==> src/rtl/dvc_pkg.sv <==
package dvc_pkg;
  parameter int REG_W  = 5;
  parameter int DATA_W = 32;
  parameter int ADDR_W = 32;

  typedef struct packed {
    logic [REG_W-1:0]  dest;
    logic              store;
    logic [DATA_W-1:0] value;
    logic [ADDR_W-1:0] addr;
  } rob_entry_t;

  // Field-by-field agreement of two retiring entries.
  function automatic logic entries_agree(input rob_entry_t a, input rob_entry_t b);
    return (a.dest == b.dest) && (a.store == b.store) &&
           (a.value == b.value) && (a.addr == b.addr);
  endfunction
endpackage

==> src/rtl/dvc_rob.sv <==
module dvc_rob
  import dvc_pkg::*;
#(
  parameter int DEPTH = 16,
  localparam int PTR_W = $clog2(DEPTH),
  localparam int CNT_W = PTR_W + 1
) (
  input  logic              clk,
  input  logic              rst_n,
  input  logic              alloc_valid,
  input  logic [REG_W-1:0]  alloc_dest,
  input  logic              alloc_store,
  output logic [PTR_W-1:0]  alloc_idx,
  output logic              full,
  output logic              empty,
  input  logic              done_valid,
  input  logic [PTR_W-1:0]  done_idx,
  input  logic [DATA_W-1:0] done_value,
  input  logic [ADDR_W-1:0] done_addr,
  output rob_entry_t        head,
  output logic              head_ready,
  input  logic              deq,
  input  logic              clear
);

  logic [REG_W-1:0]  dest_q  [DEPTH];
  logic              store_q [DEPTH];
  logic [DATA_W-1:0] value_q [DEPTH];
  logic [ADDR_W-1:0] addr_q  [DEPTH];
  logic [DEPTH-1:0]  done_q;
  logic [PTR_W-1:0]  head_q, tail_q;
  logic [CNT_W-1:0]  count_q;

  function automatic logic [PTR_W-1:0] ptr_next(input logic [PTR_W-1:0] p);
    return (p == PTR_W'(DEPTH - 1)) ? '0 : p + 1'b1;
  endfunction

  // Distance of a slot from the head, counted in allocation order.
  function automatic logic [CNT_W-1:0] slot_offset(input logic [PTR_W-1:0] idx,
                                                   input logic [PTR_W-1:0] hd);
    if (idx >= hd) return CNT_W'(idx) - CNT_W'(hd);
    return CNT_W'(idx) + CNT_W'(DEPTH) - CNT_W'(hd);
  endfunction

  logic alloc_ok, done_ok, deq_ok, done_occupied;

  assign full          = (count_q == CNT_W'(DEPTH));
  assign empty         = (count_q == '0);
  assign alloc_idx     = tail_q;
  assign done_occupied = slot_offset(done_idx, head_q) < count_q;
  assign alloc_ok      = alloc_valid && !full && !clear;
  assign done_ok       = done_valid && done_occupied && !clear;
  assign deq_ok        = deq && !clear;

  assign head       = '{dest: dest_q[head_q], store: store_q[head_q],
                        value: value_q[head_q], addr: addr_q[head_q]};
  assign head_ready = !empty && done_q[head_q];

  always_ff @(posedge clk or negedge rst_n) begin
    if (!rst_n) begin
      head_q  <= '0;
      tail_q  <= '0;
      count_q <= '0;
    end else if (clear) begin
      head_q  <= '0;
      tail_q  <= '0;
      count_q <= '0;
    end else begin
      if (alloc_ok) tail_q <= ptr_next(tail_q);
      if (deq_ok)   head_q <= ptr_next(head_q);
      count_q <= count_q + CNT_W'(alloc_ok) - CNT_W'(deq_ok);
    end
  end

  always_ff @(posedge clk or negedge rst_n) begin
    if (!rst_n) begin
      done_q <= '0;
    end else if (clear) begin
      done_q <= '0;
    end else begin
      for (int e = 0; e < DEPTH; e++) begin
        if (alloc_ok && tail_q == PTR_W'(e))     done_q[e] <= 1'b0;
        else if (done_ok && done_idx == PTR_W'(e)) done_q[e] <= 1'b1;
      end
    end
  end

  always_ff @(posedge clk) begin
    for (int e = 0; e < DEPTH; e++) begin
      if (alloc_ok && tail_q == PTR_W'(e)) begin
        dest_q[e]  <= alloc_dest;
        store_q[e] <= alloc_store;
      end
      if (done_ok && done_idx == PTR_W'(e)) begin
        value_q[e] <= done_value;
        addr_q[e]  <= done_addr;
      end
    end
  end

  assert_no_overflow_R2: assert property (@(posedge clk) disable iff (!rst_n)
    count_q <= CNT_W'(DEPTH));

  assert_deq_ready_R3: assert property (@(posedge clk) disable iff (!rst_n)
    deq |-> head_ready);

endmodule

==> src/rtl/dvc_commit_pair.sv <==
module dvc_commit_pair
  import dvc_pkg::*;
(
  input  logic              clk,
  input  logic              rst_n,
  input  rob_entry_t        m_head,
  input  rob_entry_t        s_head,
  input  logic              m_ready,
  input  logic              s_ready,
  output logic              fire,
  output logic              mismatch,
  output logic              rf_we,
  output logic [REG_W-1:0]  rf_waddr,
  output logic [DATA_W-1:0] rf_wdata,
  output logic              mem_we,
  output logic [ADDR_W-1:0] mem_addr,
  output logic [DATA_W-1:0] mem_wdata,
  output logic              flush
);

  logic       agree;
  logic       s2_valid_q;
  rob_entry_t s2_entry_q;
  logic       flush_q;

  // Stage one: both heads are taken together and compared.
  assign fire     = m_ready && s_ready;
  assign agree    = entries_agree(m_head, s_head);
  assign mismatch = fire && !agree;

  always_ff @(posedge clk or negedge rst_n) begin
    if (!rst_n) begin
      s2_valid_q <= 1'b0;
      s2_entry_q <= '0;
      flush_q    <= 1'b0;
    end else begin
      s2_valid_q <= fire && agree;
      flush_q    <= mismatch;
      if (fire) s2_entry_q <= m_head;
    end
  end

  // Stage two: the verified entry drives exactly one write.
  assign rf_we     = s2_valid_q && !s2_entry_q.store;
  assign rf_waddr  = s2_entry_q.dest;
  assign rf_wdata  = s2_entry_q.value;
  assign mem_we    = s2_valid_q && s2_entry_q.store;
  assign mem_addr  = s2_entry_q.addr;
  assign mem_wdata = s2_entry_q.value;
  assign flush     = flush_q;

  assert_commit_verified_R5: assert property (@(posedge clk) disable iff (!rst_n)
    (rf_we || mem_we) |-> $past(fire && agree));

  assert_exclusive_R5: assert property (@(posedge clk) disable iff (!rst_n)
    $onehot0({rf_we, mem_we, flush}));

  assert_flush_follows_R6: assert property (@(posedge clk) disable iff (!rst_n)
    mismatch |=> flush);

  assert_flush_single_R6: assert property (@(posedge clk) disable iff (!rst_n)
    flush |=> !flush);

endmodule

==> src/rtl/dvc_verified_commit.sv <==
module dvc_verified_commit
  import dvc_pkg::*;
#(
  parameter int DEPTH = 16,
  localparam int PTR_W = $clog2(DEPTH)
) (
  input  logic              clk,
  input  logic              rst_n,
  input  logic              m_alloc_valid,
  input  logic [REG_W-1:0]  m_alloc_dest,
  input  logic              m_alloc_store,
  output logic [PTR_W-1:0]  m_alloc_idx,
  output logic              m_full,
  input  logic              m_done_valid,
  input  logic [PTR_W-1:0]  m_done_idx,
  input  logic [DATA_W-1:0] m_done_value,
  input  logic [ADDR_W-1:0] m_done_addr,
  input  logic              s_alloc_valid,
  input  logic [REG_W-1:0]  s_alloc_dest,
  input  logic              s_alloc_store,
  output logic [PTR_W-1:0]  s_alloc_idx,
  output logic              s_full,
  input  logic              s_done_valid,
  input  logic [PTR_W-1:0]  s_done_idx,
  input  logic [DATA_W-1:0] s_done_value,
  input  logic [ADDR_W-1:0] s_done_addr,
  output logic              rf_we,
  output logic [REG_W-1:0]  rf_waddr,
  output logic [DATA_W-1:0] rf_wdata,
  output logic              mem_we,
  output logic [ADDR_W-1:0] mem_addr,
  output logic [DATA_W-1:0] mem_wdata,
  output logic              flush
);

  rob_entry_t m_head, s_head;
  logic       m_ready, s_ready, m_empty, s_empty;
  logic       pair_fire, pair_mismatch;

  dvc_rob #(.DEPTH(DEPTH)) main_rob_i (
    .clk(clk), .rst_n(rst_n),
    .alloc_valid(m_alloc_valid), .alloc_dest(m_alloc_dest), .alloc_store(m_alloc_store),
    .alloc_idx(m_alloc_idx), .full(m_full), .empty(m_empty),
    .done_valid(m_done_valid), .done_idx(m_done_idx),
    .done_value(m_done_value), .done_addr(m_done_addr),
    .head(m_head), .head_ready(m_ready),
    .deq(pair_fire), .clear(pair_mismatch)
  );

  dvc_rob #(.DEPTH(DEPTH)) shadow_rob_i (
    .clk(clk), .rst_n(rst_n),
    .alloc_valid(s_alloc_valid), .alloc_dest(s_alloc_dest), .alloc_store(s_alloc_store),
    .alloc_idx(s_alloc_idx), .full(s_full), .empty(s_empty),
    .done_valid(s_done_valid), .done_idx(s_done_idx),
    .done_value(s_done_value), .done_addr(s_done_addr),
    .head(s_head), .head_ready(s_ready),
    .deq(pair_fire), .clear(pair_mismatch)
  );

  dvc_commit_pair commit_i (
    .clk(clk), .rst_n(rst_n),
    .m_head(m_head), .s_head(s_head), .m_ready(m_ready), .s_ready(s_ready),
    .fire(pair_fire), .mismatch(pair_mismatch),
    .rf_we(rf_we), .rf_waddr(rf_waddr), .rf_wdata(rf_wdata),
    .mem_we(mem_we), .mem_addr(mem_addr), .mem_wdata(mem_wdata),
    .flush(flush)
  );

  assert_flush_empties_R7: assert property (@(posedge clk) disable iff (!rst_n)
    flush |-> (m_empty && s_empty));

  assert_lockstep_full_R2: assert property (@(posedge clk) disable iff (!rst_n)
    m_full == s_full);

endmodule

==> config.mk <==
export PLATFORM = sky130hd
export DESIGN_NAME = dvc_verified_commit
export DESIGN_NICKNAME = d
export VERILOG_FILES = /design/src/rtl/dvc_pkg.sv /design/src/rtl/dvc_rob.sv /design/src/rtl/dvc_commit_pair.sv /design/src/rtl/dvc_verified_commit.sv
export SDC_FILE = /design/constraint.sdc
export NUM_CORES = 2
export LEC_CHECK = 0
export ABC_AREA = 0
export BUFFER_PORTS_ARGS = -buffer_cell sky130_fd_sc_hd__clkbuf_2
export CAP_MARGIN = 20
export CORE_ASPECT_RATIO = 0.7
export CORE_MARGIN = 4
export CORE_UTILIZATION = 45
export DETAILED_ROUTE_END_ITERATION = 7
export HOLD_SLACK_MARGIN = 0.08
export PLACE_DENSITY = 0.71
export RECOVER_POWER = 25
export SLEW_MARGIN = 5
export SYNTH_ARGS = -nofsm -noshare
export SYNTH_HDL_FRONTEND = slang
export SYNTH_SLANG_ARGS = --single-unit
==> constraint.sdc <==
create_clock -name clk -period 26.6 [get_ports clk]
set_clock_uncertainty 0.15 [all_clocks]
set_input_delay 2.66 -clock clk [delete_from_list [all_inputs] [get_ports clk]]
set_output_delay 2.66 -clock clk [all_outputs]
set_load 0.005 [all_outputs]
Word level (Yosys, flattened, before mapping)
Memories as Yosys holds them, arrays and structs flattened.
Index checks and enable logic that the tools add are counted.
{ "totals": {"ff_bits": 130, "mem_bits_rw": 2240, "input_bits": 154, "output_inout_bits": 114, "wordCells": 969, "n_memories": 8} }
{ "op_classes": {"add_sub_neg": 14, "magnitude_cmp": 6, "eq_ne": 68, "mux": 578, "reduce_logical": 251} }
{ "memory_table": {"columns": ["name", "words", "word_bits", "read_ports", "rd_clocked_by_memory_dff", "write_ports", "line_no", "rtl"], "rows": [
  ["main_rob_i.addr_q", 16, 32, 1, 0, 1, "dvc_rob.sv:29", "logic [ADDR_W-1:0] addr_q [DEPTH];"],
  ["main_rob_i.value_q", 16, 32, 1, 0, 1, "dvc_rob.sv:28", "logic [DATA_W-1:0] value_q [DEPTH];"],
  ["shadow_rob_i.addr_q", 16, 32, 1, 0, 1, "dvc_rob.sv:29", null],
  ["shadow_rob_i.value_q", 16, 32, 1, 0, 1, "dvc_rob.sv:28", null],
  ["main_rob_i.dest_q", 16, 5, 1, 0, 1, "dvc_rob.sv:26", "logic [REG_W-1:0] dest_q [DEPTH];"],
  ["shadow_rob_i.dest_q", 16, 5, 1, 0, 1, "dvc_rob.sv:26", null],
  ["2 more memories", null, null, null, null, null, null, null]
]} }
{ "op_table": {"columns": ["op", "count"], "rows": [
  ["2-to-1 mux 32 bit", 60],
  ["OR reduction 32 bit", 60],
  ["2-to-1 mux 4 bit", 132],
  ["2-to-1 mux 1 bit", 346],
  ["2-to-1 mux 5 bit", 36],
  ["OR reduction 5 bit", 30],
  ["== test 4 bit, second input constant", 34],
  ["nonzero test 3 bit", 32],
  ["logical AND 1 bit", 83],
  ["== test 32 bit", 2],
  ["== test 4 x 3 -> 1 bit, second input constant", 16],
  ["== test 4 x 2 -> 1 bit, second input constant", 8],
  ["2-to-1 mux 16 bit", 2],
  ["OR reduction 1 bit", 30],
  ["adder 4 x 1 -> 4 bit, second input constant", 4],
  ["== test 4 x 1 -> 1 bit, second input constant", 4],
  ["zero test 4 bit", 4],
  ["adder 4 x 5 -> 5 bit, second input constant", 2],
  ["adder 5 x 1 -> 5 bit", 2],
  ["== test 5 bit, second input constant", 2],
  ["zero test 5 bit", 2],
  ["less-than comparator 4 x 5 -> 1 bit, second input constant", 2],
  ["less-than comparator 5 bit", 2],
  ["subtractor 4 x 4 -> 5 bit", 2],
  ["other kinds (8)", 20]
]} }

Depth between registers and ports, before layout
An unclocked memory read counts as a cell.
{ "logic_depth": {"ltp_word": 28, "depth_mapped": 25, "ltp_nobuf": 17} }

Hierarchy
A second synthesis with hierarchy kept.
{ "hier_totals": {"hier_cells": 4549, "hier_area_um2": 92960.4} }
{ "by_module_without_submodules": {"columns": ["mod", "instances", "cells_each", "area_each_um2", "seq_area_each_um2"], "rows": [
  ["dvc_rob (main_rob_i)", 1, 2247, 44818.0, 34358.0],
  ["dvc_rob (shadow_rob_i)", 1, 1953, 43960.9, 34358.0],
  ["dvc_commit_pair", 1, 349, 4181.5, 1801.7]
]} }

Worst setup path after synthesis
OpenSTA, ideal clock, no wires.
{ "synth_path": {"path_type": "input-to-reg", "startpoint": "in m_done_idx[0]", "endpoint": "mem main_rob_i.addr_q[5][0], enable pin", "setup_ns": 0.565, "arrival_ns": 9.206, "required_time_ns": 25.885, "setup_slack_ns": 16.679, "cell_stages": 13, "path_buffers": 1, "cell_sequence": "inv_1 ha_1 inv_1 fa_1 ha_1 a21boi_0 o21a_1 o21a_1 o21ai_0 nand3b_1 or3_1 clkbuf_1 nor3_1"} }
{ "synth_via": {"elab_chain_cells": 25, "word_cells_on_any_way": 119, "cone_classes": "3 x add/sub; 2 x order compare; 15 x eq/ne; 65 x mux; 34 x reduce/logical"} }
{ "synth_lines": {"columns": ["item", "line_no", "rtl"], "rows": [
  ["from (decl)", "dvc_verified_commit.sv:15", "input logic [PTR_W-1:0] m_done_idx,"],
  ["adder 4 x 5 -> 5 bit, or another cell as far along", "dvc_rob.sv:42", "return CNT_W'(idx) + CNT_W'(DEPTH) - CNT_W'(hd);"],
  ["subtractor 5 x 4 -> 5 bit, or another cell as far along", "dvc_rob.sv:42", null],
  ["2-to-1 mux 5 bit", "dvc_rob.sv:42", null],
  ["less-than comparator 5 bit", "dvc_rob.sv:50", "assign done_occupied = slot_offset(done_idx, head_q) < count_q;"],
  ["logical AND 1 bit (2 in series)", "dvc_rob.sv:52", "assign done_ok = done_valid && done_occupied && !clear;"],
  ["logical AND 1 bit", "dvc_rob.sv:94", "if (done_ok && done_idx == PTR_W'(e)) begin"],
  ["2-to-1 mux 1 bit", "dvc_rob.sv:94", null],
  ["2-to-1 mux 1 bit (implied by the code)", "dvc_rob.sv:96", "addr_q[e] <= done_addr;"],
  ["OR reduction 32 bit (no source line)", null, null],
  ["2-to-1 mux 4 bit (no source line) or 2-to-1 mux 1 bit (tied branches) (15 in series)", null, null],
  ["to (decl)", "dvc_rob.sv:29", null]
]} }
Several ways; a longest one is shown, not always the timed one. The select of a mux whose other input is x is not followed.

Final worst setup path
{ "layout_path": {"startpoint": "reg shadow_rob_i.head_q[0]", "endpoint": "mem shadow_rob_i.addr_q[1][24], enable pin"} }
{ "layout_via": {"elab_chain_cells": 28, "word_cells_on_any_way": 120, "cone_classes": "2 x add/sub; 2 x order compare; 4 x eq/ne; 67 x mux; 41 x reduce/logical; 4 x memory"} }
{ "layout_lines": {"columns": ["item", "line_no", "rtl"], "rows": [
  ["from (decl)", "dvc_rob.sv:31", "logic [PTR_W-1:0] head_q, tail_q;"],
  ["from (signal assigned)", "dvc_rob.sv:70", "if (deq_ok) head_q <= ptr_next(head_q);"],
  ["parallel branches: the longest is 8 deep, another holds subtractor 4 x 4 -> 5 bit", null, null],
  ["logical AND 1 bit (*)", "dvc_rob.sv:52", null],
  ["logical AND 1 bit", "dvc_rob.sv:94", null],
  ["2-to-1 mux 1 bit", "dvc_rob.sv:94", null],
  ["2-to-1 mux 1 bit (implied by the code)", "dvc_rob.sv:96", null],
  ["OR reduction 32 bit (no source line)", null, null],
  ["2-to-1 mux 4 bit (no source line) or 2-to-1 mux 1 bit (tied branches) (15 in series)", null, null],
  ["to (decl)", "dvc_rob.sv:29", null]
]} }
Mark *: on every way between the ends. The select of a mux whose other input is x is not followed.

==> metrics.txt <==
# TYPE chip_impl_metric gauge
chip_impl_info{name="status",value="finished, final reports clean"} 1
chip_impl_metric{name="max-cap-violations",unit=""} 0
chip_impl_metric{name="top_level_ports",unit=""} 268
chip_impl_metric{name="dr.pass1.iters",unit=""} 6
chip_impl_info{name="dominant_combinational_cell_family_by_area_after_synthesis",value="multiplexers"} 1
chip_impl_metric{name="synth.net_count",unit=""} 4452
chip_impl_metric{name="core_area",unit="µm²"} 205000
chip_impl_metric{name="numPlacedInstances",unit=""} 7075
chip_impl_metric{name="grt_first_pass_wirelength",unit="µm"} 338000
chip_impl_metric{name="hold_path_depth",unit=""} 1
chip_impl_metric{name="die_area",unit="µm²"} 214000
chip_impl_metric{name="floorplan.die.width",unit="µm"} 551
chip_impl_metric{name="worst_r2r_path_depth",unit=""} 17
chip_impl_metric{name="fill_cells",unit=""} 15915
chip_impl_metric{name="slew-limit-headroom",unit="%"} 25.9
chip_impl_info{name="startpoint_type",value="register"} 1
chip_impl_metric{name="cts_setup_buffers",unit=""} 0
chip_impl_metric{name="cts_hold_repair.buffers",unit=""} 0
chip_impl_metric{name="total_area_of_multi_input_combinational_cells",unit="µm²"} 20500
chip_impl_info{name="top_flip_flop_cell_by_instance_count_after_synthesis",value="sky130_fd_sc_hd__edfxtp_1"} 1
chip_impl_metric{name="final-seq-area",unit="µm²"} 70500
chip_impl_metric{name="initial_core_util",unit="%"} 45.3
chip_impl_metric{name="tritoncts.num_buffers",unit=""} 209
chip_impl_metric{name="gpl.final_weighted_congestion",unit=""} 0.846
chip_impl_metric{name="grt_start_max_net_pins",unit=""} 109
chip_impl_metric{name="period_needed",unit="ns"} 10.80
chip_impl_metric{name="proportion_of_layout_cells_with_a_drive_suffix_above_1",unit="%"} 28.3
chip_impl_metric{name="xor_and_xnor_area_share_after_synthesis",unit="%"} 0.783
chip_impl_metric{name="remaining_drc_errors",unit=""} 0
chip_impl_metric{name="post_synthesis_instance_area",unit="µm²"} 92800
chip_impl_metric{name="synth-compound-area-share",unit="%"} 2.30
chip_impl_info{name="setup_repair_after_global_routing_missed_its_margin",value="no"} 1
chip_impl_metric{name="synth_sequential_area_ratio",unit="%"} 76.0
chip_impl_info{name="clock-root-buffer",value="sky130_fd_sc_hd__clkbuf_16"} 1
chip_impl_metric{name="report.final.hold_viol_count",unit=""} 0
chip_impl_metric{name="clkLatencyLatePin",unit="ns"} 0.86
chip_impl_metric{name="synthMuxAreaShare",unit="%"} 16.1
chip_impl_metric{name="yosys.area_share.simple",unit="%"} 2.07
chip_impl_metric{name="cts.reportedPaths.clkPinSlew",unit="ns"} 0.07
chip_impl_metric{name="final_antenna_net_count",unit=""} 0
chip_impl_metric{name="finalMaxSlewViolations",unit=""} 0
chip_impl_metric{name="arrival",unit="ns"} 11.12
chip_impl_metric{name="clock-sinks",unit=""} 2370
chip_impl_metric{name="timing.fmax",unit="GHz"} 0.0926
chip_impl_metric{name="max-vdd-ir-drop",unit="mV"} 0.0589
chip_impl_metric{name="setup_total_negative_slack",unit="ns"} 0
chip_impl_metric{name="synthArstFlopShare",unit="%"} 5.49
chip_impl_metric{name="postCtsResizedCells",unit=""} 0
chip_impl_info{name="cts_tree",value="done"} 1
chip_impl_metric{name="postSynthCellCount",unit=""} 4258
chip_impl_metric{name="die_y",unit="µm"} 388
chip_impl_metric{name="htree_num_levels",unit=""} 4
chip_impl_metric{name="detailedPlacementHpwl",unit="µm"} 144000
chip_impl_info{name="hp-class",value="reg2reg"} 1
chip_impl_metric{name="overall_via_count_from_detail_route",unit=""} 45514
chip_impl_metric{name="wirelength",unit="µm"} 237000
chip_impl_metric{name="number_of_synthesized_register_bits",unit=""} 2370
chip_impl_metric{name="grt_pass1_vias",unit=""} 44491
chip_impl_metric{name="layout-area-overhead-vs-synth",unit="%"} 11.4
chip_impl_metric{name="cellLeakagePower",unit="µW"} 0.0326
chip_impl_info{name="crit_path_end_kind",value="register"} 1
chip_impl_metric{name="worst-endpoint-required",unit="ns"} 26.92
chip_impl_metric{name="portBuffers",unit=""} 267
chip_impl_metric{name="wl_per_cell",unit="µm"} 31.7
chip_impl_metric{name="final.period_utilization",unit="%"} 40.6
chip_impl_metric{name="gr-total-overflow",unit=""} 0
chip_impl_metric{name="synthDistinctLibCells",unit=""} 63
chip_impl_metric{name="drt_iter0_drc",unit=""} 6694
chip_impl_info{name="timing.setup.critical_path_class",value="reg2reg"} 1
chip_impl_metric{name="synth-edff-count",unit=""} 2240
chip_impl_metric{name="report.final.setup_viol",unit=""} 0
chip_impl_metric{name="post_drt_via_cell_ratio",unit=""} 6.09
chip_impl_metric{name="worst_pin_slew",unit="ns"} 1.10
chip_impl_metric{name="max-clock-path-buffers",unit=""} 4
chip_impl_metric{name="synthAdderAreaFrac",unit="%"} 0.572
chip_impl_metric{name="p_per_area",unit="nW/µm²"} 77.3
chip_impl_metric{name="fp-row-count",unit=""} 139
chip_impl_metric{name="final_cells",unit=""} 7478
chip_impl_metric{name="crit_fanout",unit=""} 101
chip_impl_metric{name="final_net_count",unit=""} 4732
chip_impl_metric{name="grt.total_usage",unit="%"} 22.0
chip_impl_metric{name="ys_warn_count",unit=""} 0
chip_impl_metric{name="number_of_antenna_violations_at_the_first_check_in_global_routing",unit=""} 60
chip_impl_metric{name="synth_area_per_cell",unit="µm²"} 21.8
## final cells by class
| class | instances | share of cell area [%] |
|---|---|---|
| multi-input combinational | 1550 | 19.8 |
| sequential | 2370 | 68.2 |
| inverter | 32 | 0.117 |
| clock inverter | 113 | 0.999 |
| tap | 2749 | 3.33 |
| timing repair buffer | 375 | 2.06 |
| clock buffer | 265 | 5.46 |
| antenna | 24 | 0.0581 |
## Yosys cell counts (5+ instances only)
library cell | number | area [µm²]
sky130_fd_sc_hd__buf_2 | 56 | 280
sky130_fd_sc_hd__buf_6 | 31 | 349
sky130_fd_sc_hd__a31oi_1 | 15 | 93.8
sky130_fd_sc_hd__clkbuf_1 | 66 | 248
sky130_fd_sc_hd__a221oi_1 | 31 | 272
sky130_fd_sc_hd__nand4_1 | 10 | 62.6
sky130_fd_sc_hd__nand2_1 | 118 | 443
sky130_fd_sc_hd__mux2i_1 | 108 | 1080
sky130_fd_sc_hd__xor2_1 | 37 | 324
sky130_fd_sc_hd__nor4_2 | 7 | 87.6
sky130_fd_sc_hd__mux2_2 | 76 | 856
sky130_fd_sc_hd__inv_1 | 26 | 97.6
sky130_fd_sc_hd__or3_1 | 5 | 31.3
sky130_fd_sc_hd__o21ai_0 | 24 | 120
sky130_fd_sc_hd__a211oi_1 | 14 | 105
sky130_fd_sc_hd__and2_1 | 11 | 68.8
sky130_fd_sc_hd__o22ai_1 | 31 | 194
sky130_fd_sc_hd__a22o_1 | 28 | 245
sky130_fd_sc_hd__nor3_1 | 29 | 145
sky130_fd_sc_hd__nor2_1 | 72 | 270
sky130_fd_sc_hd__o211a_1 | 13 | 130
sky130_fd_sc_hd__nor2_2 | 19 | 119
sky130_fd_sc_hd__xnor2_1 | 46 | 403
sky130_fd_sc_hd__and3_1 | 33 | 206
sky130_fd_sc_hd__a22oi_1 | 62 | 465
sky130_fd_sc_hd__mux4_2 | 578 | 13000
sky130_fd_sc_hd__edfxtp_1 | 2240 | 67300
sky130_fd_sc_hd__dfrtp_1 | 130 | 3250
sky130_fd_sc_hd__nand2b_1 | 16 | 100
sky130_fd_sc_hd__inv_2 | 6 | 22.5
sky130_fd_sc_hd__nor2b_1 | 16 | 100
sky130_fd_sc_hd__buf_4 | 124 | 931
sky130_fd_sc_hd__a21oi_1 | 37 | 185
sky130_fd_sc_hd__nand3_1 | 8 | 40.0
sky130_fd_sc_hd__buf_1 | 29 | 109
sky130_fd_sc_hd__ha_1 | 36 | 450
sky130_fd_sc_hd__or2_2 | 9 | 56.3
## where the power goes
part | switching (µW) | internal [µW]
logic | 353 | 228
registers | 129 | 4280
clock network | 1330 | 1670
total | 1810 | 6180
## cells in the final DEF (no fill, tap or decap), drive strengths merged, types with 35 or more instances in the layout
master  instances
a221oi         35
edfxtp       2240
a22oi          62
clkinv         87
nor2           91
mux4          578
mux2           76
ha             36
xor2           37
buf           109
xnor2          46
dfrtp         130
inv            36
a21oi          41
nand2         118
clkbuf        531
mux2i         108
## path summary, 6_finish.rpt
path / from / endpoint / slack [ns]
max: shadow_rob_i.head_q[0] / shadow_rob_i.addr_q[1][24] / 15.80
min: commit_i.mem_addr[0] / commit_i.mem_addr[0] / 0.36
max reg2reg: shadow_rob_i.head_q[0] / shadow_rob_i.addr_q[1][24] / 15.80
min reg2reg: commit_i.mem_addr[0] / commit_i.mem_addr[0] / 0.36
max in group asynchronous: rst_n / commit_i.mem_wdata[3] / 23.09
min in group asynchronous: rst_n / commit_i.mem_addr[10] / 1.79
## per-layer routing
layer	routed length, µm	GRT usage [%]	up-vias
li1	-	-	18238
met1	96900	33.4	24146
met2	106000	32.0	2764
met3	29600	6.60	346
met4	4360	4.14	20
met5	121	0	-
## cell families (layout without fill, tap and decap cells)
family / Yosys count / count (layout)
compound gates: 290 / 290
buf+inv: 338 / 785
fa+ha+maj: 40 / 40
simple gates: 375 / 375
flops: 2370 / 2370
mux: 762 / 762
xor+xnor: 83 / 83
other cells: 0 / 24
## metrics by stage
stage | cell area (µm²) | total power, µW | setup WS, ns | hold WS (ns) | utilization (%)
global placement | 96800 | 5050 | 15.79 | 0.339 | 47.2
finish | 103000 | 7990 | 15.80 | 0.360 | 50.4
floorplan | 92800 | 4840 | 16.68 | 0.301 | -
CTS | 103000 | 8030 | 15.80 | 0.358 | 50.5
global route | 103000 | 8260 | 14.99 | 0.377 | 50.4
detailed placement | 96800 | 5070 | 15.81 | 0.344 | 47.2
## critical path, stage by stage, from the launching register on
cell and delay [ns]:
sky130_fd_sc_hd__dfrtp_4 0.41, sky130_fd_sc_hd__buf_12 0.61, sky130_fd_sc_hd__buf_4 0.70, sky130_fd_sc_hd__buf_4 0.72, sky130_fd_sc_hd__buf_4 0.83, sky130_fd_sc_hd__mux4_2 0.63
sky130_fd_sc_hd__mux4_2 0.49, sky130_fd_sc_hd__xnor2_1 0.24, sky130_fd_sc_hd__nand3_1 0.17, sky130_fd_sc_hd__nor4_2 0.90, sky130_fd_sc_hd__nand4_2 0.37, sky130_fd_sc_hd__o21ai_2 0.35
sky130_fd_sc_hd__buf_4 0.43, sky130_fd_sc_hd__clkinv_2 0.53, sky130_fd_sc_hd__buf_4 0.54, sky130_fd_sc_hd__nor3_2 0.90, sky130_fd_sc_hd__buf_4 0.60, sky130_fd_sc_hd__buf_4 0.54
## registers in the layout (all words and copies together), names as in the netlist
signal                  cells
commit_i.s2_valid_q         1
main_rob_i.done_q          16
shadow_rob_i.addr_q       512
shadow_rob_i.value_q      512
main_rob_i.dest_q          80
shadow_rob_i.count_q        5
commit_i.flush              1
commit_i.mem_addr          32
main_rob_i.store_q         16
main_rob_i.addr_q         512
commit_i.mem_wdata         32
shadow_rob_i.store_q       16
main_rob_i.count_q          5
main_rob_i.alloc_idx        4
shadow_rob_i.dest_q        80
shadow_rob_i.done_q        16
shadow_rob_i.alloc_idx      4
shadow_rob_i.head_q         4
main_rob_i.head_q           4
commit_i.rf_waddr           5
commit_i.s2_entry_q         1
main_rob_i.value_q        512
No activity file was read; power rests on OpenSTA's default activity.
